File: src/rtl/dbg_acc_pkg.sv
package dbg_acc_pkg;

  typedef enum logic [1:0] {
    ST_BOOT     = 2'd0,
    ST_BLOCKED  = 2'd1,
    ST_LIMITED  = 2'd2,
    ST_UNLOCKED = 2'd3
  } dbg_state_e;

  localparam logic [1:0] POL_OPEN = 2'b00;
  localparam logic [1:0] POL_AUTH = 2'b01;

  typedef struct packed {
    logic dis;
    logic en;
    logic lim;
  } ctl_cmd_t;

endpackage

File: src/rtl/dbg_cfg_store.sv
module dbg_cfg_store #(
  parameter int NPORTS = 2
) (
  input  logic                  clk,
  input  logic                  rst,
  input  logic                  wr_en,
  input  logic                  wr_secure,
  input  logic [2*NPORTS-1:0]   wr_data,
  input  logic                  lc_secure,
  output logic [2*NPORTS-1:0]   policy_o
);
  localparam int W = 2 * NPORTS;

  // One-way bits: preset at power-up only, never touched by warm reset.
  logic [W-1:0] normal_q = '0;
  logic [W-1:0] secure_q = '0;

  always_ff @(posedge clk) begin
    if (wr_en) begin
      if (wr_secure) secure_q <= secure_q | wr_data;
      else           normal_q <= normal_q | wr_data;
    end
  end

  always_comb policy_o = lc_secure ? secure_q : normal_q;

  // a set bit never clears, whatever is written or however reset toggles
  a_r2_normal_sticky: assert property (@(posedge clk) disable iff (rst)
    1'b1 |=> ((normal_q & $past(normal_q)) == $past(normal_q)));
  a_r2_secure_sticky: assert property (@(posedge clk) disable iff (rst)
    1'b1 |=> ((secure_q & $past(secure_q)) == $past(secure_q)));

endmodule

File: src/rtl/dbg_port_fsm.sv
module dbg_port_fsm
  import dbg_acc_pkg::*;
(
  input  logic      clk,
  input  logic      rst,
  input  logic [1:0] pol_i,
  input  logic      hit_i,
  input  ctl_cmd_t  cmd_i,
  output logic      full_o,
  output logic      mbox_o
);
  dbg_state_e st_q, st_d;
  logic       full_q, mbox_q;

  always_comb begin
    st_d = st_q;
    if (pol_i[1]) begin
      st_d = ST_BLOCKED;
    end else if (st_q == ST_BOOT) begin
      st_d = (pol_i == POL_OPEN) ? ST_UNLOCKED : ST_BLOCKED;
    end else if (hit_i) begin
      if (cmd_i.dis) begin
        st_d = ST_BLOCKED;
      end else if (cmd_i.en && cmd_i.lim) begin
        if (st_q != ST_BLOCKED || pol_i == POL_AUTH) st_d = ST_LIMITED;
      end else if (cmd_i.en) begin
        if (st_q == ST_LIMITED) st_d = ST_UNLOCKED;
      end
    end
  end

  always_ff @(posedge clk) begin
    if (rst) begin
      st_q   <= ST_BOOT;
      full_q <= 1'b0;
      mbox_q <= 1'b0;
    end else begin
      st_q   <= st_d;
      full_q <= (st_d == ST_UNLOCKED);
      mbox_q <= (st_d == ST_LIMITED);
    end
  end

  assign full_o = full_q;
  assign mbox_o = mbox_q;

  // a blocking policy closes both paths on the next edge
  a_r5_policy_blocks: assert property (@(posedge clk) disable iff (rst)
    pol_i[1] |=> (!full_q && !mbox_q));
  // under authenticated policy full access is reached only via the window
  a_r7_only_via_window: assert property (@(posedge clk) disable iff (rst)
    (pol_i == POL_AUTH && !full_q && st_q != ST_LIMITED) |=> !full_q);
  // window opens from blocked on an accepted request
  a_r6_window_opens: assert property (@(posedge clk) disable iff (rst)
    (hit_i && cmd_i.en && cmd_i.lim && !cmd_i.dis && st_q == ST_BLOCKED
     && pol_i == POL_AUTH) |=> (mbox_q && !full_q));
  // disable wins from limited or unlocked
  a_r8_disable_closes: assert property (@(posedge clk) disable iff (rst)
    (hit_i && cmd_i.dis && (st_q == ST_LIMITED || st_q == ST_UNLOCKED))
    |=> (!full_q && !mbox_q));

endmodule

File: src/rtl/dbg_access_ctrl.sv
module dbg_access_ctrl
  import dbg_acc_pkg::*;
#(
  parameter int          NPORTS   = 2,
  parameter int          MASTER_W = 4,
  parameter int          HSM_ID   = 5,
  localparam int         PORT_W   = (NPORTS > 1) ? $clog2(NPORTS) : 1
) (
  input  logic                  clk,
  input  logic                  rst,
  input  logic                  lc_secure,
  input  logic                  cfg_wr_en,
  input  logic                  cfg_wr_secure,
  input  logic [2*NPORTS-1:0]   cfg_wr_data,
  input  logic                  ctl_wr_en,
  input  logic [MASTER_W-1:0]   ctl_master,
  input  logic [PORT_W-1:0]     ctl_port,
  input  logic                  ctl_disable,
  input  logic                  ctl_enable,
  input  logic                  ctl_limited,
  output logic [NPORTS-1:0]     dbg_full_en,
  output logic [NPORTS-1:0]     dbg_mbox_en,
  output logic                  ctl_err
);
  localparam logic [MASTER_W-1:0] TRUSTED = MASTER_W'(HSM_ID);

  logic [2*NPORTS-1:0] policy;
  logic                trusted_wr;
  ctl_cmd_t            cmd;
  logic                err_q;

  assign trusted_wr = ctl_wr_en && (ctl_master == TRUSTED);
  assign cmd = '{dis: ctl_disable, en: ctl_enable, lim: ctl_limited};

  dbg_cfg_store #(.NPORTS(NPORTS)) u_store (
    .clk       (clk),
    .rst       (rst),
    .wr_en     (cfg_wr_en),
    .wr_secure (cfg_wr_secure),
    .wr_data   (cfg_wr_data),
    .lc_secure (lc_secure),
    .policy_o  (policy)
  );

  for (genvar p = 0; p < NPORTS; p++) begin : g_port
    logic hit;
    assign hit = trusted_wr && (ctl_port == PORT_W'(p));
    dbg_port_fsm u_fsm (
      .clk    (clk),
      .rst    (rst),
      .pol_i  (policy[2*p +: 2]),
      .hit_i  (hit),
      .cmd_i  (cmd),
      .full_o (dbg_full_en[p]),
      .mbox_o (dbg_mbox_en[p])
    );
  end

  always_ff @(posedge clk) begin
    if (rst) err_q <= 1'b0;
    else     err_q <= ctl_wr_en && (ctl_master != TRUSTED);
  end
  assign ctl_err = err_q;

  // a foreign write is flagged on the next cycle
  a_r9_foreign_flagged: assert property (@(posedge clk) disable iff (rst)
    (ctl_wr_en && ctl_master != TRUSTED) |=> ctl_err);
  // the flag never rises without a foreign write before it
  a_r9_flag_cause: assert property (@(posedge clk) disable iff (rst)
    !(ctl_wr_en && ctl_master != TRUSTED) |=> !ctl_err);

endmodule

File: config.mk
export PLATFORM = sky130hd
export DESIGN_NAME = dbg_access_ctrl
export DESIGN_NICKNAME = d
export VERILOG_FILES = /design/src/rtl/dbg_acc_pkg.sv /design/src/rtl/dbg_cfg_store.sv /design/src/rtl/dbg_port_fsm.sv /design/src/rtl/dbg_access_ctrl.sv
export SDC_FILE = /design/constraint.sdc
export NUM_CORES = 1
export LEC_CHECK = 0
export BUFFER_PORTS_ARGS = -buffer_cell sky130_fd_sc_hd__clkbuf_2
export CAP_MARGIN = 20
export CORE_UTILIZATION = 40
export CTS_CLUSTER_DIAMETER = 50
export CTS_CLUSTER_SIZE = 40
export DETAILED_ROUTE_END_ITERATION = 10
export GPL_TIMING_DRIVEN = 0
export PLACE_DENSITY = 0.73
export REMOVE_ABC_BUFFERS = 1
export SLEW_MARGIN = 20
export SYNTH_ARGS = -nofsm -noshare
export SYNTH_HDL_FRONTEND = slang
export SYNTH_HIERARCHICAL = 1
export SYNTH_SLANG_ARGS = --single-unit
File: constraint.sdc
create_clock -name clk -period 5.3 [get_ports clk]
set_input_delay 1.59 -clock clk [delete_from_list [all_inputs] [get_ports clk]]
set_output_delay 1.59 -clock clk [all_outputs]
set_load 0.01 [all_outputs]
==> reports/metrics.cfg <==
[outcome]
status = finished, final reports clean

[clock_network]
insertion_delay_ps = 280
clk_pin_slew_worst_paths_ps = 100
cts_tree = built
numClockSinks = 17
cts_setup_buffers = 0
cts_resized = 0
numCtsBuffers = 3
clockRootBuffer = clkbuf_4
clockBufferDepth = 2
cts.htree.levels = 1
hold_buffers = 0

[sta]
drv_slew = 0
worst_slew_pin_slew_ps = 413
slew_headroom_pct = 72.4
grt_setup_unrepaired = false
setup_violations = 0
min_period_over_period_pct = 51.5
hold_viol = 0
fin_setup_tns_ps = 0
clock.fmax_ghz = 0.366
skew_ps = 1.25
period_minus_slack_ps = 2730
fin_ws_ps = 2570

[detailed_routing]
wl_per_cell_um = 12.4
drt_iter0_drc = 8
ant_nets = 0
num_vias = 661
drc = 0
vias_per_cell = 5.33
dr.pass1.iters = 4
wirelength_mm = 1.54

[synth]
synth_top_cell_area_share_pct = 28.7
async_reset_ff_share_pct = 0
synth_edf_count = 8
yosysSeqAreaShare_pct = 50.3
syn-cell-area_um2 = 836
syn_area_per_cell_um2 = 11.8
synth.most_common_cell = dfxtp_1
yosysTopAreaCell = edfxtp_1
yosysWarningCount = 6
ys_types = 24
ys_top_cells_by_count = dfxtp_1 (9), edfxtp_1 (8), inv_1 (6), nor2_1 (6)
synth_area_leaders = edfxtp_1 (29%), dfxtp_1 (22%), mux2_1 (5.4%), a221oi_2 (3.6%), nor4_2 (3.0%)
synthFlopType = dfxtp_1
synthCells = 71
ys_ff_latch = 17

[die]
ios = 23
core_um2 = 1960
die_h_um = 47.7
die_area_um2 = 2280
start_util_pct = 42.6
die_x_um = 47.7
fp-row-count = 16

[layout]
drive_gt1_share_pct = 41.2
antennaDiodeCount = 0
syn_to_final_growth_pct = 20.5
fin_cells = 124
final_nets = 116
final_util_pct = 51.3

[global_route]
grt_max_degree = 11
grt_pass1_wl_mm = 2.29
grt_usage_pct = 14.8
antenna_found_initial = 0
grt_pass1_vias = 558
grt_remaining_overflow = 0

[placed_design]
place_congestion = 0.728
hpwl_mm = 1.24
pre_cts_ws_ps = 2250
dp_cells = 120
portBuffers = 22

[run]
drv_cap = 0

[worst_setup_path]
cp.required_ps = 5510
crit_chain = clkbuf_2 > and4bb_1 > and3b_1 > a31oi_1 > or4_4 > o21ai_0
end_kind = flop
slowest_stage = or4_4
path_max_fanout = 4
critPathLaunchType = input port
slowest_delay_ps = 440
crit_arrival_ps = 2940
worstSetupPathType = in -> reg
rrSetupSlack_ps = 3650

[pwr]
power_leakage_nw = 0.402
power_density_nw_per_um2 = 235
ir_drop_v = 0.000168

[hold_path]
hp-class = reg -> reg

-- state kept, by name, summed over array words and instances (netlist names) --
| signal | count |
|---|---|
| u_store/secure_q | 4 |
| ctl_err | 1 |
| g_port.u_fsm/mbox_o | 2 |
| u_store/normal_q | 4 |
| g_port.u_fsm/st_q | 4 |
| g_port.u_fsm/full_o | 2 |
-- final timing paths --
check,start,end,cells past startpoint
worst max-delay path,ctl_master[3],g_port[0].u_fsm/st_q[1],6
worst min-delay path,u_store/normal_q[3],u_store/normal_q[3],1
worst max register to register,u_store/secure_q[1],g_port[0].u_fsm/st_q[1],3
worst min register to register,u_store/normal_q[3],u_store/normal_q[3],1
-- per-stage QoR --
stage	cell area, µm²	hold slack, ps	total power [mW]
final	1010	548	0.236
after global routing	1010	569	0.246
after CTS	1010	551	0.240
after global placement	980	513	0.171
after floorplan	836	493	0.159
after detailed placement	980	526	0.172
-- critical path, delay by kind of cell --
kind,cells,cell delay [ps]
AO/OA/AOI/OAI,2,310
buffers and inverters,1,80
AND/OR/NAND/NOR,3,970
-- power by group --
part | total (mW) | leakage [nW] | internal [mW] | switching, mW
sequential | 0.143 | 0.141 | 0.141 | 0.00195
combinational | 0.0257 | 0.244 | 0.0121 | 0.0136
clock | 0.0676 | 0.0177 | 0.0280 | 0.0396
-- logic make-up after synthesis --
kind of cell / synth area share [%]
AOI/OAI and AO/OA: 15.6
muxes: 5.39
and+or+nand+nor: 26.0
buffers and inverters: 2.69
DFF: 50.3
-- layer usage --
layer,vias up,global-route usage [%],wire length [µm]
met3,2,5.66,77
met1,316,17.3,688
met2,21,25.7,757
met5,-,0,0
met4,0,3.33,13
li1,322,-,-
-- layout make-up --
cell class / instances / area (µm²)
Sequential cell: 17 / 420
Timing Repair Buffer: 22 / 110
Inverter: 6 / 22.5
Clock buffer: 3 / 22.5
Clock inverter: 1 / 5.00
Multi-Input combinational cell: 48 / 393
Tap cell: 27 / 33.8
Fill cell: 205 / 955
-- layout by cell type, fill, tap and decap left out --
master	n
nor4_2	2
nor3b_1	1
o41a_1	2
clkbuf_2	22
clkbuf_4	3
and2_1	1
o31ai_2	2
and3_1	3
o21ba_2	2
or4b_1	2
dfxtp_1	9
clkinv_2	1
a21oi_1	2
mux2_1	4
or2_1	4
o21ai_0	2
nor2_1	6
a31oi_1	2
and4bb_1	1
a221oi_2	2
inv_1	6
or2_2	4
nor2b_1	1
and3b_1	1
nand4b_1	2
edfxtp_1	8
or4_4	2
(Power assumes the default switching activity.)
